==> src/rtl/pkt_rx_pkg.sv <==
package pkt_rx_pkg;

   // Qualifier bits stored alongside each buffered beat.
   typedef struct packed {
      logic sop;
      logic eop;
      logic empty;
      logic err;
   } beat_tag_t;

   localparam int TAG_W = $bits(beat_tag_t);

   // Bus width from which the half-empty qualifier carries meaning.
   localparam int HALF_FLAG_MIN_W = 128;

   // Fill level above which the source must be throttled.
   function automatic int fill_limit(input int depth, input int src_lat);
      return depth - src_lat - 3;
   endfunction

endpackage

==> src/rtl/pkt_rx_framer.sv <==
module pkt_rx_framer
   import pkt_rx_pkg::*;
#(
   parameter int DATA_W = 128
)
(
   input  logic              clk,
   input  logic              rst,
   input  logic              in_valid,
   input  logic [DATA_W-1:0] in_data,
   input  logic              in_sop,
   input  logic              in_eop,
   input  logic              in_empty,
   input  logic              in_err,
   output logic              push,
   output logic [DATA_W-1:0] push_data,
   output beat_tag_t         push_tag
);

   logic              stage_vld_q;
   logic [DATA_W-1:0] stage_data_q;
   beat_tag_t         stage_tag_q;
   beat_tag_t         next_tag;
   logic              empty_ok;
   logic              pkt_open;
   logic              orphan;
   logic              cut_short;

   // Variant: the half-empty flag only means something on wide buses.
   generate
      if (DATA_W >= HALF_FLAG_MIN_W) begin : g_half_flag
         assign empty_ok = in_empty;
      end else begin : g_no_half_flag
         logic unused_empty;
         assign unused_empty = in_empty;
         assign empty_ok     = 1'b0;
      end
   endgenerate

   // A non-last beat waits in the stage until its successor shows up.
   // That is how a mid-packet first beat can still rewrite it.
   assign pkt_open  = stage_vld_q && !stage_tag_q.eop;
   assign orphan    = in_valid && !in_sop && !pkt_open;
   assign cut_short = in_valid && in_sop && pkt_open;

   always_comb begin
      next_tag.sop   = in_sop | orphan;
      next_tag.eop   = in_eop;
      next_tag.empty = in_eop & empty_ok;
      next_tag.err   = in_err | orphan | (pkt_open & ~in_sop & stage_tag_q.err);
   end

   assign push      = stage_vld_q && (in_valid || stage_tag_q.eop);
   assign push_data = stage_data_q;

   always_comb begin
      push_tag = stage_tag_q;
      if (cut_short) begin
         push_tag.eop   = 1'b1;
         push_tag.err   = 1'b1;
         push_tag.empty = 1'b0;
      end
   end

   always_ff @(posedge clk) begin
      if (rst) begin
         stage_vld_q  <= 1'b0;
         stage_tag_q  <= '0;
         stage_data_q <= '0;
      end else if (in_valid) begin
         stage_vld_q  <= 1'b1;
         stage_data_q <= in_data;
         stage_tag_q  <= next_tag;
      end else if (push) begin
         stage_vld_q  <= 1'b0;
      end
   end

endmodule

==> src/rtl/pkt_rx_fifo.sv <==
module pkt_rx_fifo
#(
   parameter  int WIDTH = 132,
   parameter  int DEPTH = 8,
   localparam int AW    = (DEPTH > 1) ? $clog2(DEPTH) : 1,
   localparam int CW    = $clog2(DEPTH + 1)
)
(
   input  logic             clk,
   input  logic             rst,
   input  logic             wr_en,
   input  logic [WIDTH-1:0] wr_data,
   input  logic             rd_en,
   output logic             rd_valid,
   output logic [WIDTH-1:0] rd_data,
   output logic [CW-1:0]    count
);

   logic [WIDTH-1:0] mem_q [DEPTH];
   logic [AW-1:0]    wr_ptr_q;
   logic [AW-1:0]    rd_ptr_q;
   logic [CW-1:0]    count_q;
   logic             full;
   logic             wr_ok;
   logic             rd_ok;

   function automatic logic [AW-1:0] bump(input logic [AW-1:0] p);
      return (p == AW'(DEPTH - 1)) ? '0 : p + AW'(1);
   endfunction

   assign full     = (count_q == CW'(DEPTH));
   assign rd_valid = (count_q != '0);
   assign rd_ok    = rd_en && rd_valid;
   assign wr_ok    = wr_en && (!full || rd_ok);
   assign rd_data  = mem_q[rd_ptr_q];
   assign count    = count_q;

   always_ff @(posedge clk) begin
      if (wr_ok) begin
         mem_q[wr_ptr_q] <= wr_data;
      end
   end

   always_ff @(posedge clk) begin
      if (rst) begin
         wr_ptr_q <= '0;
         rd_ptr_q <= '0;
         count_q  <= '0;
      end else begin
         if (wr_ok) wr_ptr_q <= bump(wr_ptr_q);
         if (rd_ok) rd_ptr_q <= bump(rd_ptr_q);
         unique case ({wr_ok, rd_ok})
            2'b10:   count_q <= count_q + CW'(1);
            2'b01:   count_q <= count_q - CW'(1);
            default: count_q <= count_q;
         endcase
      end
   end

endmodule

==> src/rtl/pkt_rx_throttle.sv <==
module pkt_rx_throttle
   import pkt_rx_pkg::*;
#(
   parameter  int DEPTH   = 8,
   parameter  int SRC_LAT = 3,
   localparam int CW      = $clog2(DEPTH + 1)
)
(
   input  logic          clk,
   input  logic          rst,
   input  logic [CW-1:0] fill,
   input  logic          inc,
   input  logic          dec,
   output logic          ready
);

   localparam int LIMIT = fill_limit(DEPTH, SRC_LAT);

   logic [CW:0] fill_next;
   logic        hold_q;
   logic        ready_q;

   // Look one edge ahead so the hint is registered without losing a cycle.
   always_comb begin
      fill_next = {1'b0, fill} + {{CW{1'b0}}, inc} - {{CW{1'b0}}, dec};
   end

   always_ff @(posedge clk) begin
      if (rst) begin
         hold_q  <= 1'b1;
         ready_q <= 1'b0;
      end else begin
         hold_q  <= 1'b0;
         ready_q <= !hold_q && (fill_next <= (CW + 1)'(LIMIT));
      end
   end

   assign ready = ready_q;

endmodule

==> src/rtl/pkt_rx_sink.sv <==
module pkt_rx_sink
   import pkt_rx_pkg::*;
#(
   parameter int DATA_W  = 128,
   parameter int DEPTH   = 8,
   parameter int SRC_LAT = 3
)
(
   input  logic              clk,
   input  logic              rst,
   input  logic              up_valid,
   input  logic [DATA_W-1:0] up_data,
   input  logic              up_sop,
   input  logic              up_eop,
   input  logic              up_empty,
   input  logic              up_err,
   output logic              up_ready,
   output logic              dn_valid,
   output logic [DATA_W-1:0] dn_data,
   output logic              dn_sop,
   output logic              dn_eop,
   output logic              dn_empty,
   output logic              dn_err,
   input  logic              dn_ready
);

   localparam int WORD_W = DATA_W + TAG_W;
   localparam int CW     = $clog2(DEPTH + 1);

   generate
      if (DEPTH < SRC_LAT + 4) begin : g_bad_depth
         $error("pkt_rx_sink: DEPTH must be at least SRC_LAT + 4");
      end
      if (SRC_LAT < 0) begin : g_bad_lat
         $error("pkt_rx_sink: SRC_LAT must not be negative");
      end
      if (DATA_W < 8) begin : g_bad_width
         $error("pkt_rx_sink: DATA_W must be at least 8");
      end
   endgenerate

   logic              push;
   logic [DATA_W-1:0] push_data;
   beat_tag_t         push_tag;
   logic              fifo_rd;
   logic [CW-1:0]     fifo_cnt;
   logic [WORD_W-1:0] rd_word;
   beat_tag_t         rd_tag;

   pkt_rx_framer #(.DATA_W(DATA_W)) u_framer (
      .clk       (clk),
      .rst       (rst),
      .in_valid  (up_valid),
      .in_data   (up_data),
      .in_sop    (up_sop),
      .in_eop    (up_eop),
      .in_empty  (up_empty),
      .in_err    (up_err),
      .push      (push),
      .push_data (push_data),
      .push_tag  (push_tag)
   );

   pkt_rx_fifo #(.WIDTH(WORD_W), .DEPTH(DEPTH)) u_fifo (
      .clk      (clk),
      .rst      (rst),
      .wr_en    (push),
      .wr_data  ({push_tag, push_data}),
      .rd_en    (dn_ready),
      .rd_valid (dn_valid),
      .rd_data  (rd_word),
      .count    (fifo_cnt)
   );

   pkt_rx_throttle #(.DEPTH(DEPTH), .SRC_LAT(SRC_LAT)) u_throttle (
      .clk   (clk),
      .rst   (rst),
      .fill  (fifo_cnt),
      .inc   (push),
      .dec   (fifo_rd),
      .ready (up_ready)
   );

   assign fifo_rd  = dn_valid && dn_ready;
   assign rd_tag   = beat_tag_t'(rd_word[WORD_W-1:DATA_W]);
   assign dn_data  = rd_word[DATA_W-1:0];
   assign dn_sop   = rd_tag.sop;
   assign dn_eop   = rd_tag.eop;
   assign dn_empty = rd_tag.empty;
   assign dn_err   = rd_tag.err;

endmodule

==> config.mk <==
export PLATFORM = sky130hd
export DESIGN_NAME = pkt_rx_sink
export DESIGN_NICKNAME = d
export VERILOG_FILES = /design/src/rtl/pkt_rx_pkg.sv /design/src/rtl/pkt_rx_framer.sv /design/src/rtl/pkt_rx_fifo.sv /design/src/rtl/pkt_rx_throttle.sv /design/src/rtl/pkt_rx_sink.sv
export SDC_FILE = /design/constraint.sdc
export NUM_CORES = 1
export LEC_CHECK = 0
export ABC_AREA = 1
export BUFFER_PORTS_ARGS = -buffer_cell sky130_fd_sc_hd__buf_2
export CORE_ASPECT_RATIO = 1.5
export CORE_UTILIZATION = 47
export DETAILED_ROUTE_END_ITERATION = 12
export PLACE_DENSITY = 0.7
export SLEW_MARGIN = 10
export SYNTH_ARGS = -nofsm -noshare
export SYNTH_HDL_FRONTEND = slang
export SYNTH_SLANG_ARGS = --single-unit
==> constraint.sdc <==
create_clock -name clk -period 10 [get_ports clk]
set_input_delay 0 -clock clk [delete_from_list [all_inputs] [get_ports clk]]
set_output_delay 0 -clock clk [all_outputs]
set_load 0.02 [all_outputs]
==> Word-level counts from Yosys, hierarchy flattened <==
Memory sizes are Yosys's and may differ from the RTL's. A register that Yosys moved wholly into a read port is not among the register bits.
Cells that the tools add are included.
Widths: inputs -> output; s select.
{ "totals": {"ram_bits": 1056, "input_bits": 136, "output_inout_bits": 134, "word_cells": 61, "ff_bits": 145, "memories": 1} }
{ "classes": {"n_mux": 11, "n_addsub": 6, "reduce_logical": 19, "order_cmp": 1, "n_bitwise": 7, "n_eq_ne": 5} }
{ "mem_list": {"columns": ["memory", "depth", "width", "read_ports", "rd_ports_with_merged_regs", "wr", "line", "rtl"], "rows": [
  ["u_fifo.mem_q", 8, 132, 1, 1, 1, "pkt_rx_fifo.sv:19", "logic [WIDTH-1:0] mem_q [DEPTH];"]
]} }
{ "ops": {"columns": ["cell", "count"], "rows": [
  ["$mux 3", 5],
  ["$logic_and 1x1->1", 9],
  ["$pmux 4 s2", 1],
  ["$add 3x1->3 const B", 2],
  ["$eq 3x3->1 const B", 2],
  ["$add 4x1->5", 1],
  ["$le 5x2->1 const B", 1],
  ["$logic_not 1->1", 5],
  ["$mux 1", 5],
  ["$sub 5x1->5", 1],
  ["$add 4x1->4 const B", 1],
  ["$eq 4x4->1 const B", 1],
  ["$reduce_bool 2->1", 2],
  ["$reduce_bool 4->1", 1],
  ["$sub 4x1->4 const B", 1],
  ["$and 1x1->1", 3],
  ["$or 1x1->1", 3],
  ["$eq 2x1->1 const B", 1],
  ["$eq 2x2->1 const B", 1],
  ["$logic_or 1x1->1", 2],
  ["$not 1->1", 1]
]} }

==> Depth between registers and ports, before layout <==
Gate-level depths: netlist (run 1).
{ "depth": {"depth_word": 6, "depth_mapped": 15, "mapped_depth_nobuf": 15} }

==> Modules after synthesis <==
From an unflattened synthesis (run 1), not the netlist that was laid out.
{ "hier_totals": {"hier_cells": 3705, "hier_area_um2": 46449.5} }
{ "by_module_without_submodules": {"columns": ["mod", "area_per_inst_um2", "cells_each", "seq_area_each_um2", "n_inst"], "rows": [
  ["pkt_rx_fifo", 41554.9, 3076, 31970.7, 1],
  ["pkt_rx_framer", 4630.7, 586, 2662.6, 1],
  ["pkt_rx_throttle", 256.5, 41, 40.0, 1],
  ["pkt_rx_sink", 7.5, 2, 0.0, 1]
]} }

==> Worst setup path before layout (run 1) <==
Ideal clock, no wire load.
{ "synth_path": {"path_type": "register to register", "start": "register u_fifo.count_q[3], in the netlist u_fifo.count[3]", "end": "memory u_fifo.mem_q[0][0] (enable)", "arrival_time_ps": 6771, "setup_time_ps": 625, "path_slack_ps": 2604, "required_ps": 9375, "path_stages_with_launch": 8, "cell_sequence": "dfxtp_1 -> inv_1 -> ha_1 -> nand2_1 -> nand3_1 -> nand2_1 -> nand2_1 -> nor2_1"} }
{ "synth_between": {"elab_chain_cells": 6} }
{ "synth_rtl": {"columns": ["item", "line", "rtl"], "rows": [
  ["start, declared", "pkt_rx_fifo.sv:22", "logic [CW-1:0] count_q;"],
  ["start signal, assigned", "pkt_rx_fifo.sv:53", "2'b10: count_q <= count_q + CW'(1);"],
  ["start signal, assigned", "pkt_rx_fifo.sv:54", "2'b01: count_q <= count_q - CW'(1);"],
  ["start signal, assigned", "pkt_rx_fifo.sv:55", "default: count_q <= count_q;"],
  ["$reduce_bool 4->1", "pkt_rx_fifo.sv:32", "assign rd_valid = (count_q != '0);"],
  ["via dn_valid", "pkt_rx_sink.sv:18", "output logic dn_valid,"],
  ["$logic_and 1x1->1", "pkt_rx_fifo.sv:33", "assign rd_ok = rd_en && rd_valid;"],
  ["$logic_or 1x1->1", "pkt_rx_fifo.sv:34", "assign wr_ok = wr_en && (!full || rd_ok);"],
  ["$logic_and 1x1->1", "pkt_rx_fifo.sv:34", null],
  ["$mux 1", "pkt_rx_fifo.sv:39", "if (wr_ok) begin"],
  ["$mux 1 (not written as such)", "pkt_rx_fifo.sv:40", "mem_q[wr_ptr_q] <= wr_data;"],
  ["end, declared", "pkt_rx_fifo.sv:19", null]
]} }
The timed path passes the listed nets, and every way through them passes these cells.

==> results of run 1 <==
worst paths after layout:
kind	start	endpoint	slack [ps]	cells after the start
hold reg to reg	u_throttle.hold_q$_DFF_P_	u_throttle.ready$_SDFF_PP0_	510	3
setup reg to reg	u_fifo.count[3]$_SDFFE_PP0P_	u_fifo.mem_q[4][42]$_DFFE_PP_	6530	9
hold / removal	up_data[1]	u_framer.push_data[1]$_SDFFE_PP0P_	60	4
setup / recovery	flop	dn_data[123]	5680	7
kinds of logic (layout without fill, tap and decap cells):
group,after synthesis,count (layout)
other,0,1
buffers and inverters,279,683
XOR/XNOR,3,3
AND/OR/NAND/NOR,1522,1522
AO/OA/AOI/OAI,943,943
flip-flops,1204,1204
adder cells (fa/ha/maj),15,15
cell type report:
class | count | area (µm²)
Fill cell | 7998 | 44500
Sequential cell | 1204 | 34700
Multi-Input combinational cell | 2483 | 10800
Timing Repair Buffer | 453 | 3190
Clock buffer | 130 | 2890
Tap cell | 1287 | 1610
Clock inverter | 71 | 713
Inverter | 29 | 135
Antenna cell | 1 | 2.50
critical path: stages (launching register included):
cell and delay [ps]:
dfxtp_4 750, buf_12 450, buf_4 1000, o21ai_0 270, o21ai_1 210, nand2_1 80
nand2_1 180, buf_2 190
metal layers:
metal	vias up	wire length, µm
met5	-	0
met4	0	2970
met3	176	6310
met2	912	55900
met1	14900	44500
li1	14400	-
power groups by stage:
stage / clock (mW) / combinational, mW / sequential (mW)
after floorplan: 0 / 3.35 / 5.90
after global placement: 0 / 4.66 / 6.00
after detailed placement: 0 / 4.73 / 6.01
after CTS: 4.23 / 4.81 / 5.90
after global routing: 4.40 / 5.27 / 5.93
final: 4.16 / 4.74 / 5.90
registers in the layout, summed over array words and instances (netlist names), named ones only:
register              count
u_fifo.wr_ptr_q           3
u_throttle.hold_q         1
u_fifo.count              4
u_framer.push_tag         1
u_fifo.mem_q           1056
u_framer.stage_vld_q      1
u_throttle.ready          1
u_fifo.rd_ptr_q           3
u_framer.stage_tag_q      3
u_framer.push_data      128
Yosys cell counts, types with 9 or more instances:
library cell	instances
edfxtp_1	1056
o21ai_0	482
o21ai_1	448
buf_6	27
inv_1	26
clkbuf_1	128
buf_1	20
a21oi_1	9
nor2_1	1074
ha_1	13
nand2_1	434
buf_2	61
dfxtp_1	148
stage by stage:
| stage | worst slack [ps] | hold slack, ps |
|---|---|---|
| after floorplan | 2600 | 27.7 |
| after global placement | 6470 | 220 |
| after detailed placement | 6420 | 227 |
| after CTS | 5660 | 0.113 |
| after global routing | 5370 | 58.1 |
| final | 5680 | 60.2 |
==> flow_summary.toml, run 1 <==
[clocking]
numCtsBuffers = 106
cts_hold_buf = 152
cts_num_sinks = 1204
post_cts_buffers = 0
clk_latency_ps = 710
cts_resized = 0
cts_tree = "yes"
path_clk_slew_ps = 70
htreeDepth = 3
clockBufferDepth = 3
root_buffer = "clkbuf_16"

[route]
via_count = 30500
drtPass1Iterations = 5
drt-total-wl_mm = 110
wire_per_inst_um = 19.4
drc = 0
ant_nets = 0
drt_iter0_markers = 2930
via_per_inst = 5.38

[floorplan]
ios = 270
die_width_um = 259
start_util = 0.475
die_area_um2 = 101000
rows = 141
dieHeight_um = 388
coreArea_um2 = 98400

[global_route]
grt_pass1_vias = 29800
use_met3 = 0.0284
grt_pass1_wl_mm = 167
grt_overflow_total = 0
busiest_layer = "met2"
grt_max_degree = 314
met1_usage = 0.268
grt_use_met2 = 0.385
grt_usage = 0.216
antenna_found_initial = 0

[synth]
synth-compound-area-share = 0.101
ys_seq_area_frac = 0.742
synthFlopType = "edfxtp_1"
synth-xor-area-share = 0.000562
synthAdderAreaFrac = 0.00434
synth_nets = 4117
muxShareOfSynthArea = 0
synth_edf_count = 1056
synth_top_area_share = 0.678
ys_seq_elements = 1204
synth_async_sr_flop_share = 0
netlist_top_cells_area = "edfxtp_1 (68%), nor2_1 (8.6%), dfxtp_1 (6.3%)"
avgSynthCellArea_um2 = 11.8
synth_cells = 3966
synth_warnings = 0
syn_area_um2 = 46700
yosysUniqueCellTypes = 32
yosys.area_share.simple = 0.123
synth_top_family_by_area = "simple AND/OR/NAND/NOR gates"
synth_largest_area_cell = "edfxtp_1"

[cells_and_area]
layout_commonest_cell = "nor2_1"
instances_no_fill = 5658
drive_gt1_frac = 0.114
final_cell_mix = "nor2_1 (1,066), edfxtp_1 (1,056), o21ai_0 (482)"
area_growth_pct = 15.5
fin_nets = 4428
fin_util = 0.548
fin_area_um2 = 54000

[status]
outcome = "finished clean"

[power_and_ir_drop]
powerDensity_nw_per_um2 = 274
power_frac_seq = 0.399
total_leakage_power_nw = 19.4
clkPwrFrac = 0.281
p_comb_frac = 0.320
power.internal_mw = 9.42
power_mw = 14.8
peakVddDrop_mv = 0.268
p_switching_mw = 5.39
sw_frac_of_total = 0.364

[timing]
slew_violations = 0
worstMarginPinSlew_ps = 1390
fin_tns_setup_ps = 0
setup_viol = 0
period_minus_slack_ps = 4320
relSlewSlack = 0.0739
rsz0062_at_grt = "false"
clock-skew-final_ps = 21.6
max_freq_mhz = 232
period_share = 0.432
hold_viol = 0

[setup_path]
arrival_ps = 4320
cp.required_ps = 10000
worstSetupPathType = "flop to output pin"
cp_max_fo = 177
cp-end-kind = "output pin"
cp-start-kind = "flop"

[placement]
place.gp.congestion = 0.750
place_area_um2 = 48900
hpwl_mm = 54.5
io_buffers = 269
dp.cells = 5304

[worst_hold_path]
hp-class = "input pin to flop"

[job]
maxCapViolCount = 0
Power figures use the tool's default switching activity.
==> run 2: changes to the inputs <==
--- a/config.mk
+++ b/config.mk
@@ -10,7 +10,7 @@
 export CORE_ASPECT_RATIO = 1.5
 export CORE_UTILIZATION = 47
 export DETAILED_ROUTE_END_ITERATION = 12
-export PLACE_DENSITY = 0.7
+export PLACE_DENSITY = 0.73
 export SLEW_MARGIN = 10
 export SYNTH_ARGS = -nofsm -noshare
 export SYNTH_HDL_FRONTEND = slang
==> constraint.sdc (replaced) <==
create_clock -name clk -period 3.9 [get_ports clk]
set_input_delay 0 -clock clk [delete_from_list [all_inputs] [get_ports clk]]
set_output_delay 0 -clock clk [all_outputs]
set_load 0.02 [all_outputs]
==> run 2 against run 1 <==
  * Largest cell class unchanged
  * Wire length grew 1.9%
  * Highest routed layer unchanged
  * Critical path depth is the same
  * Via count rose by 0.60%
  * Sequential power grew to 2.6 times the previous value
  * Power grew to 2.6 times the previous value
==> flow_summary.toml, run 2 (synthesized netlist as in run 1, its figures left out) <==
[status]
outcome = "finished clean"

[route]
via_per_inst = 5.36
drt-total-wl_mm = 112
wire_per_inst_um = 19.5
ant_nets = 0
via_count = 30600
drt_iter0_markers = 2731
drc = 0
drtPass1Iterations = 5

[setup_path]
cp.required_ps = 3900
worstSetupPathType = "flop to output pin"
cp_max_fo = 255
arrival_ps = 3270
ff2ff_path_depth = 8
cp-start-kind = "flop"
cp-end-kind = "output pin"

[clocking]
cts_hold_buf = 194
root_buffer = "clkbuf_16"
clockBufferDepth = 3
cts_resized = 0
post_cts_buffers = 0
cts_tree = "yes"
cts_num_sinks = 1204
numCtsBuffers = 107
clk_latency_ps = 730
htreeDepth = 3
path_clk_slew_ps = 60

[global_route]
grt_pass1_vias = 30200
grt_max_degree = 256
antenna_found_initial = 4
grt_usage = 0.220
met1_usage = 0.274
use_met3 = 0.0309
grt_pass1_wl_mm = 170
grt_use_met2 = 0.390
busiest_layer = "met2"
grt_overflow_total = 0

[cells_and_area]
fin_util = 0.559
fin_nets = 4489
largest-register = "u_fifo.mem_q"
largest_reg_flops = 1056
layout_commonest_cell = "nor2_1"
fin_area_um2 = 55000
drive_gt1_frac = 0.115
area_growth_pct = 17.6
final_cell_mix = "nor2_1 (1,066), edfxtp_1 (1,056), o21ai_0 (482)"
nFillCells = 7835

[timing]
fin_tns_setup_ps = 0
clock-skew-final_ps = 57.1
relSlewSlack = 0.306
rsz0062_at_grt = "false"
period_minus_slack_ps = 3270
worstMarginPinSlew_ps = 1040
slew_violations = 0
holdWs_ps = 53.4
period_share = 0.839
setup_viol = 0
max_freq_mhz = 305
hold_viol = 0

[floorplan]
die_width_um = 259
die_area_um2 = 101000
start_util = 0.475
rows = 141
coreArea_um2 = 98400
dieHeight_um = 388
ios = 270

[power_and_ir_drop]
total_leakage_power_nw = 19.9
peakVddDrop_mv = 0.560
powerDensity_nw_per_um2 = 706

[placement]
io_buffers = 269
place_area_um2 = 49200
hpwl_mm = 57.9
place.gp.congestion = 0.819

[worst_hold_path]
holdPathStages = 4
hp-class = "input pin to flop"

[job]
maxCapViolCount = 0
==> run 2: cell types whose count changed in the layout (fill, tap and decap cells not counted), sizes merged <==
cell / change
buf: +18
bufinv: +3
inv: -3
dlygate4sd3: +42
clkbuf: +18
clkinvlp: -4
clkinv: -11
==> run 2: layer usage <==
metal,vias up,share of wire
met5,-,0
met4,0,0.024
met3,182,0.055
met2,892,0.52
met1,15000,0.40
li1,14600,-
==> run 2: area by class of cell <==
cell class	instances	area, µm²	share of cell area
Inverter	29	135	0.00246
Timing Repair Buffer	513	3990	0.0726
Clock inverter	56	746	0.0136
Antenna cell	1	2.50	0.0000455
Sequential cell	1204	34700	0.631
Clock buffer	148	3060	0.0557
Tap cell	1287	1610	0.0293
Multi-Input combinational cell	2483	10800	0.196
==> run 2: path summary, 6_finish.rpt <==
| kind | from | slack (ps) | end |
|---|---|---|---|
| min reg2reg | u_framer.stage_tag_q[1]$_SDFFE_PP0P_ | 490 | u_framer.stage_tag_q[1]$_SDFFE_PP0P_ |
| max | flop | 630 | dn_data[5] |
| max reg2reg | u_fifo.count[3]$_SDFFE_PP0P_ | 1040 | u_fifo.mem_q[0][34]$_DFFE_PP_ |
| min | up_data[3] | 50 | u_framer.push_data[3]$_SDFFE_PP0P_ |
==> run 2: critical path, stage by stage (launching register included) <==
cell	delay, ps
dfxtp_4	490
inv_16	630
buf_4	540
o21ai_0	170
o21ai_0	110
nand2_1	70
nand2_1	120
buf_2	170
==> run 2: through the flow <==
| step | setup WS, ps | cells | total power [mW] |
|---|---|---|---|
| after detailed placement | 1100 | 5322 | 27.9 |
| after CTS | 636 | 5720 | 39.1 |
| after global routing | 442 | 5721 | 40.9 |
| after global placement | 1100 | 5322 | 27.6 |
| final | 626 | 5721 | 38.8 |
| after floorplan | -1310 | 3966 | 23.7 |
==> run 2: power breakdown <==
part | leakage, nW | switching [mW] | internal, mW | total (mW)
registers | 10.9 | 0.546 | 14.6 | 15.1
clock network | 1.87 | 4.68 | 6.47 | 11.1
logic | 7.07 | 8.84 | 3.70 | 12.5
